File: src/rtl/lbc_pkg.sv
package lbc_pkg;

    localparam int unsigned DEF_WORD_W   = 16;
    localparam int unsigned DEF_CNT_W    = 16;
    localparam int unsigned DEF_PEND_W   = 20;
    localparam int unsigned DEF_PRBS_ORD = 7;
    localparam int unsigned DEF_TAP_HI   = 7;
    localparam int unsigned DEF_TAP_LO   = 6;

    typedef enum logic [1:0] {
        RUN_IDLE  = 2'd0,
        RUN_SEED  = 2'd1,
        RUN_CHECK = 2'd2,
        RUN_DONE  = 2'd3
    } run_state_e;

    typedef struct packed {
        logic start;
        logic seed;
        logic check;
    } run_ctl_s;

    function automatic int unsigned pop_width(input int unsigned w);
        return $clog2(w + 1);
    endfunction

endpackage

File: src/rtl/lbc_popcount.sv
module lbc_popcount #(
    parameter int unsigned W  = 16,
    parameter int unsigned OW = lbc_pkg::pop_width(W)
) (
    input  logic [W-1:0]  bits_i,
    output logic [OW-1:0] count_o
);
    logic [OW-1:0] part [0:W];

    assign part[0] = '0;

    for (genvar g = 0; g < W; g++) begin : g_sum
        assign part[g+1] = part[g] + OW'(bits_i[g]);
    end

    assign count_o = part[W];
endmodule

File: config.mk
export PLATFORM = sky130hd
export DESIGN_NAME = lbc_popcount
export DESIGN_NICKNAME = d
export VERILOG_FILES = /design/src/rtl/lbc_pkg.sv /design/src/rtl/lbc_popcount.sv
export SDC_FILE = /design/constraint.sdc
export NUM_CORES = 1
export LEC_CHECK = 0
export ABC_AREA = 1
export BUFFER_PORTS_ARGS = -buffer_cell sky130_fd_sc_hd__buf_4
export CORE_AREA = 10 10 47 49
export DETAILED_ROUTE_END_ITERATION = 6
export DIE_AREA = 0 0 57 59
export PLACE_DENSITY = 0.67
export SLEW_MARGIN = 10
export SYNTH_ARGS = -nofsm -noshare
export SYNTH_HDL_FRONTEND = slang
export SYNTH_SLANG_ARGS = --single-unit
export TNS_END_PERCENT = 10
File: constraint.sdc
create_clock -name vclk -period 4.6
set_input_delay 0.92 -clock vclk [all_inputs]
set_output_delay 0.92 -clock vclk [all_outputs]
set_load 0.01 [all_outputs]
After elaboration in Yosys (flattened, before gate mapping). Cells that the tools add are included.

Register bits after elaboration: 0. Bits in latches: 0. Memory bits (writable): 0. ROM bits: 0. Bits of input ports: 16. Output and inout port bits: 5. Memories kept: 0.

Add/sub/neg operators: 15. Multipliers: 0. Divide/modulo/power cells: 0. Order comparisons: 0. Equality and inequality tests: 0. Shift-type cells: 0. Muxes and demuxes: 0. Bitwise gates (word level): 0. Reductions and logical operators: 0.

Operators with widths (number): 5-bit by 1-bit adder with 5-bit output (11); 4-bit by 1-bit adder with 5-bit output (1); 3-bit by 1-bit adder with 4-bit output (1); 2-bit by 1-bit adder with 3-bit output (1); 1-bit by 1-bit adder with 2-bit output (1).

Depth between registers and ports, before layout. Gate-level depths: netlist (run 1).

Depth after elaboration: 15. Gate-level depth with buffers: 13. Mapped depth without buffers: 13.

Least setup slack after synthesis (run 1). Ideal clock, no wire load.

Path type: input to output. Start: input port bits_i[0]. End: output port count_o[2]. Data arrival time: 3.841 ns. Data required time: 3.680 ns. Slack: -0.161 ns. Stages: 10. Cell sequence: inv_1 -> fa_1 -> fa_1 -> fa_1 -> fa_1 -> inv_1 -> ha_1 -> inv_1 -> fa_1 -> xnor2_1.

Longest elaborated chain between the ends: 15.

RTL lines: start, declared (line lbc_popcount.sv:5) `input logic [W-1:0] bits_i,`; 1-bit by 1-bit adder with 2-bit output (line lbc_popcount.sv:13) `assign part[g+1] = part[g] + OW'(bits_i[g]);`; 2-bit by 1-bit adder with 3-bit output (line lbc_popcount.sv:13); 3-bit by 1-bit adder with 4-bit output (line lbc_popcount.sv:13); 4-bit by 1-bit adder with 5-bit output (line lbc_popcount.sv:13); 5-bit by 1-bit adder with 5-bit output (11 in a row) (line lbc_popcount.sv:13); end, declared (line lbc_popcount.sv:6) `output logic [OW-1:0] count_o`.

Every way passes these cells.

Worst setup path after layout (run 1).
Start: input port bits_i[15]. End: output port count_o[1].

Longest elaborated chain between the ends: 1.

RTL lines (line): 5-bit by 1-bit adder with 5-bit output (lbc_popcount.sv:13).

Every way passes these cells.

==> flow_metrics.env, run 1 <==
export IMPL_status="complete, but fails checks"
export IMPL_violations="negative setup slack"
export IMPL_num_vias=368
export IMPL_cp_slowest_cell="fa_1"
export IMPL_area_delta_synth_final_pct=50.1
export IMPL_wl_met2_um=473
export IMPL_drtAntennaViolNets=0
export IMPL_grt_pass1_vias=393
export IMPL_dr_pass1_iters=4
export IMPL_grt_max_degree=6
export IMPL_fin_util=0.460
export IMPL_powerDensity_mw_per_mm2=489
export IMPL_fin_hold_ws_ns=2.17
export IMPL_seq_power_share=0
export IMPL_rsz0062_at_grt="yes"
export IMPL_arrival_ns=3.91
export IMPL_critPathMostFrequentCell="fa_1"
export IMPL_gr_total_overflow=0
export IMPL_slew_viol_final=0
export IMPL_hold_viol_final=0
export IMPL_cp_startpoint="bits_i[15]"
export IMPL_p_leak_nw=0.391
export IMPL_cap_violations=0
export IMPL_p_sw_frac=0.475
export IMPL_ctsHoldBuffers=0
export IMPL_clock_buffer_count=0
export IMPL_slew_headroom=0.871
export IMPL_worst_slack_ns=-0.228
export IMPL_avgSynthCellArea_um2=7.66
export IMPL_synth_area_um2=429
export IMPL_drt_total_wl_um=868
export IMPL_final_layout_size_suffix_gt1_frac=0.410
export IMPL_worst_ep_required_time_ns=3.68
export IMPL_yosysWarnings=0
export IMPL_cp_slowest_stage_delay_ns=0.54
export IMPL_synth_nets=87
export IMPL_fmax_mhz=207
export IMPL_io_pins=21
export IMPL_grt_pass1_wl_um=1630
export IMPL_place_congestion=0.735
export IMPL_synth_top_area_cell="fa_1"
export IMPL_start_util=0.306
export IMPL_synthCells=56
export IMPL_highest_layer="met3"
export IMPL_endpoint_kind="primary output"
export IMPL_grt_antenna_before_repair=0
export IMPL_yosysSeqAreaShare=0
export IMPL_start_kind="primary input"
export IMPL_die_w_um=57
export IMPL_critPathKind="in -> out"
export IMPL_die_h_um=59
export IMPL_finalCritPeriodShare=1.05
export IMPL_wl_per_cell_um=9.23
export IMPL_ys_top_cells_by_area="fa_1, inv_1, ha_1"
export IMPL_crit_fanout=2
export IMPL_diodes=0
export IMPL_setup_viol=3
export IMPL_seq_cells=0
export IMPL_core_mm2=0.00140
export IMPL_p_int_mw=0.165
export IMPL_power_frac_comb=1.000
export IMPL_dp_hpwl_um=874
export IMPL_regArea_um2=0
export IMPL_ir_drop_uv=248
export IMPL_wl_met1_um=354
export IMPL_path_cells="buf_6 > inv_2 > fa_1 > fa_1 > fa_1 > fa_1 > inv_1 > ha_2 > inv_2 > fa_2 > inv_1 > buf_4"
export IMPL_power_frac_clock=0
export IMPL_die_area_mm2=0.00336
export IMPL_switchingPower_mw=0.149
export IMPL_drc_errors=0
export IMPL_synth_top_area_frac=0.466
export IMPL_rows=14
export IMPL_vias_per_cell=3.91
export IMPL_place_port_buffers=21
export IMPL_fin_crit_ns=4.83
export IMPL_grtUsageTotal=0.0553
export IMPL_drt_iter0_drc=4
export IMPL_route_met3_wl_um=40
export IMPL_tightest_slew_ns=0.193
export IMPL_layout_nets=111
export IMPL_ys_types=9
export IMPL_hold_path_class="in -> out"
export IMPL_endpoint="count_o[1]"
## worst max-delay path, delay by kind of cell
kind                       cells  cell delay, ns
adders and majority gates      6            2.62
buffers and inverters          6            0.38
## cell type report
cell class / count / area (um^2)
Multi-Input combinational cell: 27 / 339
Fill cell: 149 / 757
Timing Repair Buffer: 22 / 176
Inverter: 29 / 109
Tap cell: 16 / 20.0
## cells in the final DEF, fill, tap and decap left out
cell / count
a21oi_1: 1
buf_4: 19
buf_6: 3
fa_1: 9
fa_2: 1
ha_1: 4
ha_2: 1
inv_1: 23
inv_2: 6
nand2_1: 5
nand3_1: 3
nor2_1: 1
o22ai_2: 1
xnor2_2: 1
## power groups by stage
stage               Sequential (mW)  Combinational [mW]  Clock [mW]
floorplan                         0               0.202           0
global route                      0               0.366           0
CTS                               0               0.325           0
global placement                  0               0.306           0
detailed placement                0               0.316           0
finish                            0               0.315           0
## logic make-up (layout without fill, tap and decap cells)
| family | Yosys count | count (layout) | synth area share |
|---|---|---|---|
| xor+xnor | 1 | 1 | 0.0204 |
| buf+inv | 29 | 51 | 0.254 |
| compound gates | 2 | 2 | 0.0262 |
| fa+ha+maj | 15 | 15 | 0.612 |
| simple gates | 9 | 9 | 0.0874 |
## worst min path at each step
stage | from | to | slack (ns) | depth (start not counted)
after floorplan | bits_i[2] | count_o[0] | 2.00 | 1
after global placement | bits_i[2] | count_o[0] | 2.17 | 3
after detailed placement | bits_i[2] | count_o[0] | 2.18 | 3
after CTS | bits_i[2] | count_o[0] | 2.18 | 3
after global routing | bits_i[2] | count_o[0] | 2.19 | 3
final | bits_i[2] | count_o[0] | 2.17 | 3
## per-layer routing
layer	vias up	global-route usage
met1	164	0.0680
met2	10	0.105
met4	0	0
met5	-	0
li1	194	-
met3	0	0.00644
## timing repair
item	in CTS	in global routing
resized for setup	8	1
buffers inserted	0	0
endpoints found under the setup margin	4	4
pin swaps	4	0
## stage by stage
step | setup WS [ns] | power [mW] | instances | area, um^2 | TNS, ns
after global routing | -0.369 | 0.366 | 94 | 644 | -1.17
after floorplan | -0.0186 | 0.202 | 56 | 448 | -0.0274
after detailed placement | -0.283 | 0.316 | 94 | 633 | -0.850
after CTS | -0.251 | 0.325 | 94 | 644 | -0.667
after global placement | -0.233 | 0.306 | 94 | 633 | -0.711
final | -0.228 | 0.315 | 94 | 644 | -0.590
## synthesized netlist by cell type
cell type	instances
nor2_1	1
o22ai_1	1
fa_1	10
nand3_1	3
xnor2_1	1
ha_1	5
inv_1	29
nand2_1	5
a21oi_1	1
Power figures use the tool's default switching activity.
==> inputs of run 2 (changes only) <==
--- a/config.mk
+++ b/config.mk
@@ -7,10 +7,10 @@
 export LEC_CHECK = 0
 export ABC_AREA = 1
 export BUFFER_PORTS_ARGS = -buffer_cell sky130_fd_sc_hd__buf_4
-export CORE_AREA = 10 10 47 49
+export CORE_MARGIN = 10
+export CORE_UTILIZATION = 30
 export DETAILED_ROUTE_END_ITERATION = 6
-export DIE_AREA = 0 0 57 59
-export PLACE_DENSITY = 0.67
+export PLACE_DENSITY_LB_ADDON = 0.08
 export SLEW_MARGIN = 10
 export SYNTH_ARGS = -nofsm -noshare
 export SYNTH_HDL_FRONTEND = slang
==> run 2 against run 1 <==
- the flow still finishes with violations (negative setup slack)
- critical path depth is the same
- routed wire length shrank 3.1%
- combinational power grew 4%
- setup slack gained 0.029 ns
- maximum frequency grew 0.60%
- sequential share of layout area is the same
- non-clock buffer count is the same
- flip-flop and latch count is the same
- first-iteration DRC count shrank 25%
- via count grew 0.27%
- core utilization grew 3.5 points
- final cell count shrank 1.1%
- critical path type unchanged
- critical endpoint unchanged
==> flow_metrics.env, run 2 (synthesized netlist as in run 1, its figures left out) <==
export IMPL_worst_slack_ns=-0.199
export IMPL_fmax_mhz=208
export IMPL_io_pins=21
export IMPL_grt_antenna_before_repair=0
export IMPL_finalCritPeriodShare=1.04
export IMPL_postPlaceCellArea_um2=632
export IMPL_p_leak_nw=0.391
export IMPL_die_h_um=57.8
export IMPL_ir_drop_uv=321
export IMPL_fin_util=0.495
export IMPL_slew_headroom=0.864
export IMPL_worst_path_stages=12
export IMPL_final_area_um2=652
export IMPL_tns_ns=-0.533
export IMPL_diodes=0
export IMPL_vias_per_cell=3.97
export IMPL_slew_viol_final=0
export IMPL_fin_hold_ws_ns=2.18
export IMPL_rows=13
export IMPL_clock_buffer_count=0
export IMPL_hold_depth=3
export IMPL_worst_ep_required_time_ns=3.68
export IMPL_drtAntennaViolNets=0
export IMPL_grt_pass1_wl_um=1640
export IMPL_core_mm2=0.00132
export IMPL_cp_startpoint="bits_i[11]"
export IMPL_multi_input_area_um2=342
export IMPL_critPathKind="in -> out"
export IMPL_powerDensity_mw_per_mm2=503
export IMPL_place_congestion=0.685
export IMPL_start_kind="primary input"
export IMPL_tightest_slew_ns=0.205
export IMPL_drt_iter0_drc=3
export IMPL_fin_crit_ns=4.80
export IMPL_seq_cells=0
export IMPL_regArea_um2=0
export IMPL_drt_total_wl_um=841
export IMPL_cp_num_buf_inv=6
export IMPL_dp_hpwl_um=822
export IMPL_dr_pass1_iters=4
export IMPL_violations="negative setup slack"
export IMPL_num_vias=369
export IMPL_final_layout_size_suffix_gt1_frac=0.436
export IMPL_gr_total_overflow=0
export IMPL_hold_viol_final=0
export IMPL_most_common_layout_cells="inv_1, buf_4, fa_1"
export IMPL_area_delta_synth_final_pct=51.9
export IMPL_cts_setup_buffers=0
export IMPL_drc_errors=0
export IMPL_rsz0062_at_grt="yes"
export IMPL_crit_fanout=2
export IMPL_fill_cells=130
export IMPL_cp_slowest_cell="fa_1"
export IMPL_grt_max_degree=6
export IMPL_status="complete, but fails checks"
export IMPL_cap_violations=0
export IMPL_place_port_buffers=21
export IMPL_wl_per_cell_um=9.04
export IMPL_cp_slowest_stage_delay_ns=0.54
export IMPL_start_util=0.326
export IMPL_die_area_mm2=0.00334
export IMPL_grtUsageTotal=0.0544
export IMPL_endpoint="count_o[1]"
export IMPL_arrival_ns=3.88
export IMPL_hold_path_class="in -> out"
export IMPL_die_w_um=57.8
export IMPL_layout_nets=111
export IMPL_path_cells="buf_6 > inv_2 > fa_1 > fa_1 > fa_1 > fa_1 > inv_1 > ha_2 > inv_2 > fa_2 > inv_2 > buf_6"
export IMPL_power_mw=0.328
export IMPL_setup_viol=4
export IMPL_critPathMostFrequentCell="fa_1"
export IMPL_endpoint_kind="primary output"
export IMPL_mostFrequentLayoutCell="inv_1"
export IMPL_grt_pass1_vias=396
export IMPL_cp_top_family="adder cells"
## run 2: what timing repair did
action / in CTS / in global routing
resized for setup: 8 / 5
hold buffers: 0 / 0
pin swaps: 3 / 0
setup endpoints to repair: 4 / 4
## run 2: report_power, final
group / switching [mW] / total (mW) / internal (mW)
combinational: 0.153 / 0.328 / 0.175
clock: 0 / 0 / 0
sequential: 0 / 0 / 0
total: 0.153 / 0.328 / 0.175
## run 2: how the worst min path moves through the flow
stage / from / slack [ns] / to
final: bits_i[2] / 2.18 / count_o[0]
after global routing: bits_i[2] / 2.19 / count_o[0]
after CTS: bits_i[2] / 2.18 / count_o[0]
after detailed placement: bits_i[2] / 2.18 / count_o[0]
after global placement: bits_i[2] / 2.17 / count_o[0]
after floorplan: bits_i[2] / 2.00 / count_o[0]
## run 2: cell type report
class | count | share of cell area
well taps | 15 | 0.0288
inverters | 29 | 0.171
multi-input cells | 27 | 0.524
repair buffers | 22 | 0.276
## run 2: routing by layer
| layer | wire (um) | vias up | track usage |
|---|---|---|---|
| li1 | - | 194 | - |
| met1 | 319 | 162 | 0.0667 |
| met2 | 419 | 13 | 0.0951 |
| met3 | 102 | 0 | 0.0174 |
| met4 | 0 | 0 | 0 |
| met5 | 0 | - | 0 |
## run 2: per-stage QoR
step / setup slack [ns] / cells
2_1_floorplan: -0.0186 / 56
5_1_grt: -0.338 / 93
4_1_cts: -0.231 / 93
3_5_place_dp: -0.258 / 93
6_report: -0.199 / 93
3_3_place_gp: -0.248 / 93
==> inputs of run 3 (changes only) <==
--- a/config.mk
+++ b/config.mk
@@ -10,6 +10,7 @@
 export CORE_MARGIN = 10
 export CORE_UTILIZATION = 30
 export DETAILED_ROUTE_END_ITERATION = 6
+export GPL_TIMING_DRIVEN = 0
 export PLACE_DENSITY_LB_ADDON = 0.08
 export SLEW_MARGIN = 10
 export SYNTH_ARGS = -nofsm -noshare
==> constraint.sdc (replaced) <==
create_clock -name vclk -period 5.54
set_input_delay 1.108 -clock vclk [all_inputs]
set_output_delay 1.108 -clock vclk [all_outputs]
set_load 0.01 [all_outputs]
==> run 3 against run 2 <==
- the flow now finishes without violations
- critical path type unchanged
- core utilization down 3.5 points
- critical endpoint is now count_o[2]
- via count down 5.1%
- global-route usage down 0.44 points
==> flow_metrics.env, run 3 (synthesized netlist as in run 1, its figures left out) <==
export IMPL_status="complete, no violations"
export IMPL_slew_viol_final=0
export IMPL_core_mm2=0.00132
export IMPL_tightest_slew_ns=0.169
export IMPL_power_mw=0.232
export IMPL_die_h_um=57.8
export IMPL_dr_pass1_iters=1
export IMPL_endpoint_kind="primary output"
export IMPL_area_delta_synth_final_pct=41.1
export IMPL_fin_util=0.460
export IMPL_drt_iter0_drc=0
export IMPL_layout_nets=110
export IMPL_regArea_um2=0
export IMPL_gr_total_overflow=0
export IMPL_worst_ep_required_time_ns=4.43
export IMPL_place_congestion=0.718
export IMPL_fmax_mhz=186
export IMPL_die_area_mm2=0.00334
export IMPL_start_kind="primary input"
export IMPL_cts_resized=0
export IMPL_fin_crit_ns=5.39
export IMPL_grt_pass1_wl_um=1470
export IMPL_grtUsageTotal=0.0499
export IMPL_p_leak_nw=0.383
export IMPL_arrival_ns=4.28
export IMPL_wl_per_cell_um=9.08
export IMPL_grt_antenna_before_repair=0
export IMPL_hold_depth=3
export IMPL_hold_viol_final=0
export IMPL_finalCritPeriodShare=0.972
export IMPL_seq_cells=0
export IMPL_ir_drop_uv=238
export IMPL_dp_cells=92
export IMPL_crit_fanout=3
export IMPL_start_util=0.326
export IMPL_io_pins=21
export IMPL_dp_hpwl_um=819
export IMPL_grt_max_degree=6
export IMPL_vias_per_cell=3.80
export IMPL_diodes=0
export IMPL_final_area_um2=606
export IMPL_fin_cells=92
export IMPL_drtAntennaViolNets=0
export IMPL_postPlaceCellArea_um2=606
export IMPL_slew_headroom=0.887
export IMPL_powerDensity_mw_per_mm2=382
export IMPL_critPathKind="in -> out"
export IMPL_drc_errors=0
export IMPL_num_vias=350
export IMPL_rsz0062_at_grt="no"
export IMPL_final_layout_size_suffix_gt1_frac=0.273
export IMPL_cts_setup_buffers=0
export IMPL_tns_ns=0
export IMPL_hold_path_class="in -> out"
export IMPL_grt_pass1_vias=334
export IMPL_die_w_um=57.8
export IMPL_setup_viol=0
export IMPL_clock_buffer_count=0
export IMPL_cap_violations=0
export IMPL_mostFrequentLayoutCell="inv_1"
export IMPL_rows=13
export IMPL_drt_total_wl_um=835
export IMPL_ctsHoldBuffers=0
export IMPL_most_common_layout_cells="inv_1, buf_4, fa_1"
export IMPL_place_port_buffers=21
run 3: changes by cell type in the layout (fill, tap and decap cells not counted), sizes merged:
cell and delta:
buf -1
run 3: routing by layer:
| layer | vias to the layer above | share of wire | GRT usage |
|---|---|---|---|
| met1 | 146 | 0.45 | 0.0788 |
| met4 | 0 | 0 | 0 |
| met5 | - | 0 | 0 |
| met3 | 0 | 0.11 | 0.0153 |
| met2 | 12 | 0.43 | 0.0660 |
| li1 | 192 | - | - |
run 3: final timing paths:
kind	endpoint	slack, ns	from
hold / removal	count_o[0]	2.52	bits_i[2]
setup / recovery	count_o[2]	0.15	bits_i[0]
run 3: power by group:
group	internal, mW	switching [mW]	leakage, nW	total (mW)
clock network	0	0	0	0
registers	0	0	0	0
logic	0.117	0.114	0.383	0.232
total	0.117	0.114	0.383	0.232
run 3: through the flow:
step,hold WS (ns),setup slack (ns)
4_1_cts,2.52,0.128
3_3_place_gp,2.52,0.157
2_1_floorplan,2.37,0.403
3_5_place_dp,2.52,0.143
5_1_grt,2.53,0.00518
6_report,2.52,0.153
run 3: final cells by class:
type,instances,area (um^2)
Multi-Input combinational cell,27,320
Timing Repair Buffer,21,158
Fill cell,157,712
Tap cell,15,18.8
Inverter,29,109
run 3: worst max-delay path, stage by stage:
cell and delay, ns:
buf_4 0.08, inv_1 0.04, fa_1 0.56, fa_1 0.44, fa_1 0.53, fa_1 0.41, inv_1 0.07, ha_1 0.19
inv_1 0.07, fa_1 0.46, xnor2_1 0.16, buf_4 0.14
